## src/rtl/msix_mc_pkg.sv

```systemverilog
package msix_mc_pkg;
  localparam int ENTRY_SHIFT   = 4;
  localparam int CTRL_MASK_BIT = 0;

  typedef enum logic [1:0] {
    DW_ADDR_LO = 2'd0,
    DW_ADDR_HI = 2'd1,
    DW_DATA    = 2'd2,
    DW_CTRL    = 2'd3
  } dw_sel_e;
endpackage

```

## src/rtl/msix_mc_slot.sv

```systemverilog
module msix_mc_slot
  import msix_mc_pkg::*;
(
  input  logic        clk,
  input  logic        rst_n,
  input  logic        wr_en,
  input  dw_sel_e     wr_dw,
  input  logic [31:0] wr_data,
  input  logic        fmask,
  input  logic        scan_hit,
  input  logic        scan_old_fmask,
  input  logic        irq,
  output logic        eff_masked,
  output logic        pend,
  output logic        fire,
  output logic [63:0] msg_addr,
  output logic [31:0] msg_data
);
  logic        vmask_q, pend_q;
  logic [31:0] lo_q, hi_q, dat_q;
  logic        vmask_nx, was_m, now_m, unmask_wr, unmask_scan, unmask_ev;

  always_comb begin
    vmask_nx = vmask_q;
    if (wr_en && wr_dw == DW_CTRL) vmask_nx = wr_data[CTRL_MASK_BIT];
    was_m       = fmask | vmask_q;
    now_m       = fmask | vmask_nx;
    // a write acts only on a real masked -> unmasked change
    unmask_wr   = wr_en && was_m && !now_m;
    // scan: old state under the previous function mask versus the current state
    unmask_scan = scan_hit && (scan_old_fmask | vmask_q) && !was_m;
    unmask_ev   = unmask_wr | unmask_scan;
    fire        = (irq && !was_m) || (unmask_ev && (pend_q || irq));
  end

  always_ff @(posedge clk) begin
    if (!rst_n) begin
      vmask_q <= 1'b1;
      pend_q  <= 1'b0;
      lo_q    <= '0;
      hi_q    <= '0;
      dat_q   <= '0;
    end else begin
      vmask_q <= vmask_nx;
      pend_q  <= unmask_ev ? 1'b0 : (pend_q | (irq & was_m));
      if (wr_en) begin
        case (wr_dw)
          DW_ADDR_LO: lo_q  <= wr_data;
          DW_ADDR_HI: hi_q  <= wr_data;
          DW_DATA:    dat_q <= wr_data;
          default:    ;
        endcase
      end
    end
  end

  assign eff_masked = was_m;
  assign pend       = pend_q;
  assign msg_addr   = {hi_q, lo_q};
  assign msg_data   = dat_q;

  a_r3_masked_req_pends: assert property (@(posedge clk) disable iff (!rst_n)
    irq && was_m && !unmask_ev |=> pend_q);
  a_r4_open_req_no_pend: assert property (@(posedge clk) disable iff (!rst_n)
    irq && !was_m && !pend_q |=> !pend_q);
  a_r5_unmask_clears: assert property (@(posedge clk) disable iff (!rst_n)
    unmask_ev |=> !pend_q);
  a_r2_other_word_keeps_mask: assert property (@(posedge clk) disable iff (!rst_n)
    wr_en && wr_dw != DW_CTRL |=> $stable(vmask_q));
endmodule

```

## src/rtl/msix_mc_arb.sv

```systemverilog
module msix_mc_arb #(
  parameter int NUM_VEC = 8,
  parameter int VW      = 3
) (
  input  logic                     clk,
  input  logic                     rst_n,
  input  logic [NUM_VEC-1:0]       fire,
  input  logic [NUM_VEC-1:0][63:0] addr_all,
  input  logic [NUM_VEC-1:0][31:0] data_all,
  input  logic                     msg_ready,
  output logic                     msg_valid,
  output logic [VW-1:0]            msg_vec,
  output logic [63:0]              msg_addr,
  output logic [31:0]              msg_data
);
  logic [NUM_VEC-1:0] req_q, req_nx, clr_mask;
  logic [VW-1:0]      pick_idx;
  logic               pick_any, load, take;
  logic               vld_q;
  logic [VW-1:0]      vec_q;
  logic [63:0]        addr_q;
  logic [31:0]        data_q;

  always_comb begin
    pick_any = |req_q;
    pick_idx = '0;
    for (int i = NUM_VEC - 1; i >= 0; i--) begin
      if (req_q[i]) pick_idx = VW'(i);
    end
    load     = !vld_q || msg_ready;
    take     = load && pick_any;
    clr_mask = take ? (NUM_VEC'(1) << pick_idx) : '0;
    req_nx   = (req_q & ~clr_mask) | fire;
  end

  always_ff @(posedge clk) begin
    if (!rst_n) begin
      req_q  <= '0;
      vld_q  <= 1'b0;
      vec_q  <= '0;
      addr_q <= '0;
      data_q <= '0;
    end else begin
      req_q <= req_nx;
      if (load) begin
        vld_q <= pick_any;
        if (pick_any) begin
          vec_q  <= pick_idx;
          addr_q <= addr_all[pick_idx];
          data_q <= data_all[pick_idx];
        end
      end
    end
  end

  assign msg_valid = vld_q;
  assign msg_vec   = vec_q;
  assign msg_addr  = addr_q;
  assign msg_data  = data_q;

  a_r11_hold_stalled: assert property (@(posedge clk) disable iff (!rst_n)
    msg_valid && !msg_ready |=> msg_valid && $stable(msg_vec) && $stable(msg_addr) && $stable(msg_data));
  a_r11_waiting_reaches_out: assert property (@(posedge clk) disable iff (!rst_n)
    !vld_q && (|req_q) |=> vld_q);
endmodule

```

## src/rtl/msix_mask_ctrl.sv

```systemverilog
module msix_mask_ctrl
  import msix_mc_pkg::*;
#(
  parameter  int NUM_VEC  = 8,
  parameter  int TBL_AW   = 12,
  parameter  int ADDR_W   = 32,
  localparam int VW       = (NUM_VEC > 1) ? $clog2(NUM_VEC) : 1,
  localparam int PBA_BITS = ((NUM_VEC + 7) / 8) * 8
) (
  input  logic                clk,
  input  logic                rst_n,
  input  logic                tbl_wr_en,
  input  logic [ADDR_W-1:0]   tbl_wr_addr,
  input  logic [31:0]         tbl_wr_data,
  input  logic                fmask_wr_en,
  input  logic                fmask_wr_val,
  output logic                busy,
  input  logic [NUM_VEC-1:0]  irq_req,
  output logic                msg_valid,
  input  logic                msg_ready,
  output logic [VW-1:0]       msg_vec,
  output logic [63:0]         msg_addr,
  output logic [31:0]         msg_data,
  output logic [PBA_BITS-1:0] pend_bits,
  output logic [NUM_VEC-1:0]  vec_masked
);
  localparam int IDX_W = TBL_AW - ENTRY_SHIFT;

  logic [IDX_W-1:0] wr_idx;
  dw_sel_e          wr_dw;
  logic             wr_in_range, wr_acc, fm_acc;
  logic             unused_addr;

  // window offset: upper address bits and byte lanes play no part
  assign wr_idx      = tbl_wr_addr[TBL_AW-1:ENTRY_SHIFT];
  assign wr_dw       = dw_sel_e'(tbl_wr_addr[3:2]);
  assign unused_addr = ^{tbl_wr_addr[ADDR_W-1:TBL_AW], tbl_wr_addr[1:0]};

  logic          scan_busy_q, fmask_q, old_fmask_q;
  logic [VW-1:0] scan_idx_q;

  assign wr_in_range = ({1'b0, wr_idx} < (IDX_W + 1)'(NUM_VEC));
  assign wr_acc      = tbl_wr_en && !scan_busy_q && wr_in_range;
  assign fm_acc      = fmask_wr_en && !scan_busy_q;

  always_ff @(posedge clk) begin
    if (!rst_n) begin
      scan_busy_q <= 1'b0;
      scan_idx_q  <= '0;
      fmask_q     <= 1'b0;
      old_fmask_q <= 1'b0;
    end else if (fm_acc) begin
      fmask_q <= fmask_wr_val;
      if (fmask_wr_val != fmask_q) begin
        scan_busy_q <= 1'b1;
        scan_idx_q  <= '0;
        old_fmask_q <= fmask_q;
      end
    end else if (scan_busy_q) begin
      if (scan_idx_q == VW'(NUM_VEC - 1)) scan_busy_q <= 1'b0;
      else                                scan_idx_q  <= scan_idx_q + 1'b1;
    end
  end

  logic [NUM_VEC-1:0]       pend_vec, fire_vec;
  logic [NUM_VEC-1:0][63:0] addr_all;
  logic [NUM_VEC-1:0][31:0] data_all;

  for (genvar g = 0; g < NUM_VEC; g++) begin : g_slot
    msix_mc_slot u_slot (
      .clk            (clk),
      .rst_n          (rst_n),
      .wr_en          (wr_acc && (wr_idx == IDX_W'(g))),
      .wr_dw          (wr_dw),
      .wr_data        (tbl_wr_data),
      .fmask          (fmask_q),
      .scan_hit       (scan_busy_q && (scan_idx_q == VW'(g))),
      .scan_old_fmask (old_fmask_q),
      .irq            (irq_req[g]),
      .eff_masked     (vec_masked[g]),
      .pend           (pend_vec[g]),
      .fire           (fire_vec[g]),
      .msg_addr       (addr_all[g]),
      .msg_data       (data_all[g])
    );
  end

  msix_mc_arb #(.NUM_VEC(NUM_VEC), .VW(VW)) u_arb (
    .clk       (clk),
    .rst_n     (rst_n),
    .fire      (fire_vec),
    .addr_all  (addr_all),
    .data_all  (data_all),
    .msg_ready (msg_ready),
    .msg_valid (msg_valid),
    .msg_vec   (msg_vec),
    .msg_addr  (msg_addr),
    .msg_data  (msg_data)
  );

  // vector v lands in byte v/8 at bit v%8, which is flat bit v
  always_comb begin
    pend_bits                = '0;
    pend_bits[NUM_VEC-1:0]   = pend_vec;
  end

  assign busy = scan_busy_q;

  a_r7_fmask_frozen_in_scan: assert property (@(posedge clk) disable iff (!rst_n)
    scan_busy_q |=> fmask_q == $past(fmask_q));
  a_r6_scan_needs_change: assert property (@(posedge clk) disable iff (!rst_n)
    $rose(scan_busy_q) |-> $past(fmask_wr_en) && (fmask_q != old_fmask_q));
  a_r9_far_write_ignored: assert property (@(posedge clk) disable iff (!rst_n)
    tbl_wr_en && !scan_busy_q && !wr_in_range && !fmask_wr_en |=> $stable(vec_masked));
endmodule

```

## config.mk

```make
export PLATFORM = sky130hd
export DESIGN_NAME = msix_mask_ctrl
export DESIGN_NICKNAME = d
export VERILOG_FILES = /design/src/rtl/msix_mc_pkg.sv /design/src/rtl/msix_mc_slot.sv /design/src/rtl/msix_mc_arb.sv /design/src/rtl/msix_mask_ctrl.sv
export SDC_FILE = /design/constraint.sdc
export NUM_CORES = 2
export LEC_CHECK = 0
export BUFFER_PORTS_ARGS = -buffer_cell sky130_fd_sc_hd__buf_2
export CAP_MARGIN = 20
export CORE_ASPECT_RATIO = 1.4
export CORE_UTILIZATION = 57
export DETAILED_ROUTE_END_ITERATION = 10
export PLACE_DENSITY = 0.75
export SLEW_MARGIN = 20
export SYNTH_ARGS = -nofsm -noshare
export SYNTH_HDL_FRONTEND = slang
export SYNTH_SLANG_ARGS = --single-unit
```

## constraint.sdc

```tcl
create_clock -name clk -period 3.6 [get_ports clk]
set_input_delay 0.36 -clock clk [delete_from_list [all_inputs] [get_ports clk]]
set_output_delay 0.36 -clock clk [all_outputs]
set_load 0.005 [all_outputs]
```

; Yosys cells after proc, flatten, opt, wreduce, memory -nomap -nowiden
; Index checks and enable logic that the tools add are counted.
[totals]
register_bits = 898
output_inout_bits = 117
[classes]
addsub = 1
order_cmp = 2
eq_ne = 20
shift = 1
mux = 29
bitwise = 52
reduce_logical = 151
[ops]
columns = operator, n
row1 = 64-bit binary-select mux with 3-bit select, 1
row2 = 32-bit binary-select mux with 3-bit select, 1
row3 = 1-bit logical AND, 76
row4 = 64-bit 2-to-1 mux, 1
row5 = 2-bit AND reduction, 26
row6 = 1-bit bitwise OR, 40
row7 = 3-bit 2-to-1 mux, 12
row8 = "8-bit by 3-bit equality test with 1-bit output, second input constant", 4
row9 = 32-bit 2-to-1 mux, 1
row10 = 1-bit zero test, 18
row11 = 1-bit logical OR, 17
row12 = "8-bit by 2-bit equality test with 1-bit output, second input constant", 2
row13 = 2-bit OR reduction, 8
row14 = "3-bit equality test, second input constant", 4
row15 = 1-bit 2-to-1 mux, 12
row16 = 1-bit bitwise AND, 8
row17 = 8-bit bitwise AND, 1
row18 = "8-bit by 1-bit equality test with 1-bit output, second input constant", 1
row19 = 8-bit zero test, 1
row20 = "8-bit by 4-bit less-than comparator with 1-bit output, second input constant", 1
row21 = 8-bit 2-to-1 mux, 1
row22 = 8-bit NOT, 1
row23 = 8-bit bitwise OR, 1
row24 = 8-bit OR reduction, 1
row25 = other kinds (15), 17

; Depth between registers and ports, before layout
[depth]
ltp_word = 13
depth_mapped = 9

; By module
; Synthesis repeated with hierarchy kept, for this count alone.
[hier_totals]
hier_cells = 4791
area_unflattened_um2 = 36924.2
[by_module_without_submodules]
columns = module, n_inst, cells_per_inst, area_each_um2, seq_area_each_um2
row1 = msix_mc_slot, 8, 437, 3457.1, 1961.9
row2 = msix_mc_arb, 1, 1237, 8777.2, 2162.1
row3 = msix_mask_ctrl, 1, 58, 490.5, 120.1

; Least setup slack after synthesis
; No wires, ideal clock.
[synth_timing]
path_kind = input-to-reg
from = input port tbl_wr_addr[10]
to = register g_slot[5].u_slot.hi_q[10]
t_arrival_ns = 1.924
required_time_ns = 3.478
path_slack_ns = 1.554
stages = 6
path_buffers = 1
path_cell_list = or4_1 > nor4_1 > nand2_1 > clkbuf_1 > nand2_1 > a21boi_0
[synth_between]
elab_chain_cells = 4
elab_cells_between_ends = 5
classes_between = 1 x order compare / 1 x eq/ne / 3 x reduce/logical
[synth_rtl]
columns = element, line
row1 = "start, declared", msix_mask_ctrl.sv:13  ; input logic [ADDR_W-1:0] tbl_wr_addr,
row2 = 8-bit by 4-bit less-than comparator with 1-bit output, msix_mask_ctrl.sv:42  ; assign wr_in_range = ({1'b0, wr_idx} < (IDX_W + 1)'(NUM_VEC));
row3 = 1-bit logical AND, msix_mask_ctrl.sv:43  ; assign wr_acc = tbl_wr_en && !scan_busy_q && wr_in_range;
row4 = 1-bit logical AND *, msix_mask_ctrl.sv:73  ; .wr_en (wr_acc && (wr_idx == IDX_W'(g))),
row5 = 2-bit AND reduction (no line) *, --
row6 = "end signal, assigned", msix_mc_slot.sv:49  ; DW_ADDR_HI: hi_q <= wr_data;
row7 = "end, declared", msix_mc_slot.sv:20  ; logic [31:0] lo_q, hi_q, dat_q;
; Every way passes the cells marked *; elsewhere a longest branch is shown, timed or not.
; A chain may end at the register's enable or synchronous reset.

; Worst setup path after layout
[layout_timing]
from = register scan_busy_q, in the netlist busy
to = register g_slot[4].u_slot.lo_q[14]
[layout_between]
elab_chain_cells = 5
[layout_rtl]
columns = element, line
row1 = "start, declared", msix_mask_ctrl.sv:39  ; logic scan_busy_q, fmask_q, old_fmask_q;
row2 = "start signal, assigned", msix_mask_ctrl.sv:48  ; scan_busy_q <= 1'b0;
row3 = "start signal, assigned", msix_mask_ctrl.sv:55  ; scan_busy_q <= 1'b1;
row4 = "start signal, assigned", msix_mask_ctrl.sv:60  ; if (scan_idx_q == VW'(NUM_VEC - 1)) scan_busy_q <= 1'b0;
row5 = 1-bit zero test, msix_mask_ctrl.sv:43
row6 = 1-bit logical AND (2 in a row), msix_mask_ctrl.sv:43
row7 = 1-bit logical AND, msix_mask_ctrl.sv:73
row8 = 2-bit AND reduction (no line), --
row9 = "end signal, assigned", msix_mc_slot.sv:48  ; DW_ADDR_LO: lo_q <= wr_data;
row10 = "end, declared", msix_mc_slot.sv:20
; No other way between the ends.

==> run_results.csv <==
group,metric,value,unit
setup_path,worstPathMaxFanout,32,
setup_path,cp.arrival,3.30,ns
logic_synthesis,yosysTopAreaCell,"dfxtp_1",
setup_path,worst_ep_required_time,4.16,ns
floorplan,die_y,309,um
setup_path,worstReg2RegEnd,"g_slot[4].u_slot.lo_q[14]",
placement,placed_area,0.0394,sq mm
pwr,totalPowerFinal,19.8,mW
timing,min_period,2.74,ns
cts,postCtsSetupBuffers,0,
timing,worst_pin_slew,1.10,ns
floorplan,die_w,221,um
logic_synthesis,yosys.area.top_type_share,0.469,
cts,cts_resized,0,
setup_path,rrSetupSlack,0.86,ns
cells_and_area,finalInstanceArea,0.0423,sq mm
placement,io_buffer_count,172,
drt,vias,34700,
status,outcome,"complete, no violations",
floorplan,die-area,0.0683,sq mm
floorplan,start_util,0.576,
logic_synthesis,synth_edf_count,0,
cts,cts.sinks,898,
setup_path,crit_type,"reg2reg",
logic_synthesis,yosys_register_bits,898,
global_route,grt_overflow,0,
timing,setup_tns,0,ns
cts,clk_latency,0.65,ns
logic_synthesis,async_flop_share,0,
logic_synthesis,ys_types,57,
setup_path,cp-endpoint,"g_slot[4].u_slot.lo_q[14]",
pwr,p_leak,13.7,nW
placement,dpl.hpwl,70100,um
timing,maxSlewViolCount,0,
global_route,globalRouteTotalUtil,0.357,
drt,drc_errors,0,
logic_synthesis,synth_fp_nets,4976,
floorplan,coreArea,0.0666,sq mm
drt,vias_per_cell,6.06,
cts,clk_path_buf_depth,3,
cts,hold_buffers,1,
global_route,antenna_found_initial,9,
logic_synthesis,netlist_instances,4892,
pwr,power_density,469,mW/mm^2
cts,cts_htree_levels,3,
timing,period_share,0.762,
logic_synthesis,seq_area_frac_synth,0.469,
worst_hold_path,hold_class,"in2reg",
timing,fmax,365,MHz
cts,clkTransAtPathRegs,0.06,ns
setup_path,reg2reg_depth,7,
timing,grt_setup_unrepaired,"no",
cells_and_area,area_delta_synth_final,10.3,%
cts,cts_tree,"done",
timing,setup_viol,0,
global_route,grt_pass1_wl,190000,um
logic_synthesis,syn_area_per_cell,7.84,sq um
cts,cts_made_buffers,85,
pwr,peakVddDrop,432,uV
drt,wl_per_cell,21.7,um
floorplan,rows,112,
floorplan,ios,195,
drt,wl,124000,um
cells_and_area,finalNetCount,4872,
logic_synthesis,yosysMostFrequentCell,"nand2_1",
drt,drt_iter0_markers,3818,
drt,drtPass1Iterations,9,
cts,cts_root_buf,"clkbuf_16",
timing,finClkSkew,0.0127,ns
setup_path,crit_start,"busy",
setup_path,endpoint_kind,"register",
placement,gp_congestion,0.924,
run,cap_violations,0,
setup_path,cp-start-kind,"register",
global_route,grt_pass1_vias,32500,
logic_synthesis,synth_warnings,0,
logic_synthesis,netlist_top_cells_count,"2,009 x nand2_1, 898 x dfxtp_1, 717 x a21boi_0",
timing,hold_viol_final,0,
drt,ant_nets,0,
logic_synthesis,synth_ff_type,"dfxtp_1",
logic_synthesis,synth_area,0.0383,sq mm
timing,relSlewSlack,0.269,
global_route,grt_max_degree,224,
cells_and_area,layout-drive-gt1-share,0.0918,
logic_synthesis,synth.area.top_cells,"dfxtp_1 47%, nand2_1 20%, a21boi_0 14%",
setup_path,r2r-start,"busy",
==> metrics by stage <==
stage                     hold slack, ns  worst slack, ns  utilization  std cells
after floorplan                    0.434             1.55            -       4892
after global placement             0.440             1.03        0.592       5555
after detailed placement           0.445            0.917        0.592       5555
after CTS                         0.0137            0.921        0.635       5713
after global routing              0.0326            0.657        0.635       5719
final                             0.0321            0.859        0.635       5719
==> cell families (layout without fill, tap and decap cells) <==
group                    Yosys count  after routing  share of synthesized area
XOR/XNOR                           1              1                   0.000228
buffers and inverters            468            434                     0.0510
AND/OR/NAND/NOR                 2169           2169                      0.221
AO/OA/AOI/OAI                   1311           1311                      0.247
adder cells (fa/ha/maj)            6              6                    0.00196
other                              0              6                          0
multiplexers                      39             39                     0.0102
flip-flops                       898            898                      0.469
==> cell type report <==
type	count	area, sq um
fill	5850	24300
multi-input combinational	3526	18600
sequential	898	18000
clock buffer	121	2450
timing repair buffer	260	1710
tap	855	1070
clock inverter	36	430
inverter	17	63.8
antenna	6	15.0
==> per-layer routing <==
| metal | share of wire | GRT usage | vias to the layer above |
|---|---|---|---|
| met1 | 0.38 | 0.429 | 16500 |
| met4 | 0.049 | 0.190 | 6 |
| met2 | 0.47 | 0.611 | 1663 |
| met5 | 0.00055 | 0 | - |
| met3 | 0.094 | 0.0612 | 413 |
| li1 | - | - | 16100 |
==> worst min path at each step <==
| stage | startpoint | end | slack, ns | cells after the start |
|---|---|---|---|---|
| 2_1_floorplan | g_slot[3].u_slot.lo_q[11] | g_slot[3].u_slot.lo_q[11] | 0.43 | 2 |
| 5_1_grt | irq_req[5] | g_slot[5].u_slot.pend | 0.03 | 3 |
| 3_5_place_dp | g_slot[3].u_slot.lo_q[12] | g_slot[3].u_slot.lo_q[12] | 0.45 | 2 |
| 6_report | irq_req[5] | g_slot[5].u_slot.pend | 0.03 | 3 |
| 4_1_cts | irq_req[5] | g_slot[5].u_slot.pend | 0.01 | 3 |
| 3_3_place_gp | g_slot[5].u_slot.lo_q[6] | g_slot[5].u_slot.lo_q[6] | 0.44 | 2 |
==> flip-flops by register name, summed over array words and instances, names as in the netlist <==
name,flops
g_slot.u_slot.msg_data,256
u_arb.msg_data,32
old_fmask_q,1
u_arb.msg_valid,1
g_slot.u_slot.pend,8
u_arb.req_q,8
busy,1
g_slot.u_slot.hi_q,256
g_slot.u_slot.lo_q,256
scan_idx_q,3
fmask_q,1
g_slot.u_slot.vmask_q,8
u_arb.msg_addr,64
u_arb.msg_vec,3
==> worst max-delay path: stages, from the launching register on <==
cell	delay, ns
dfxtp_1	0.48
nor4b_1	0.72
nor2b_1	0.26
nand2_1	0.22
nor3_4	0.16
buf_4	0.50
nand2_1	0.10
a21boi_0	0.18
==> power by group <==
| group | switching (mW) | internal, mW | total [mW] |
|---|---|---|---|
| clock network | 4.02 | 5.29 | 9.31 |
| registers | 0.0172 | 9.94 | 9.96 |
| logic | 0.393 | 0.179 | 0.572 |
==> cells in the final DEF (no fill, tap or decap), types with 30 or more instances in the layout <==
cell type,count
mux2i_1,39
a21oi_1,164
o31a_1,33
a221oi_1,38
buf_2,171
a21boi_1,39
a222oi_1,94
nand2_1,2007
o21ai_0,114
clkbuf_16,85
nor2_1,30
nand3_1,35
dfxtp_1,898
a21boi_0,717
buf_4,73
Note: power is estimated with default switching activity, not from simulation.
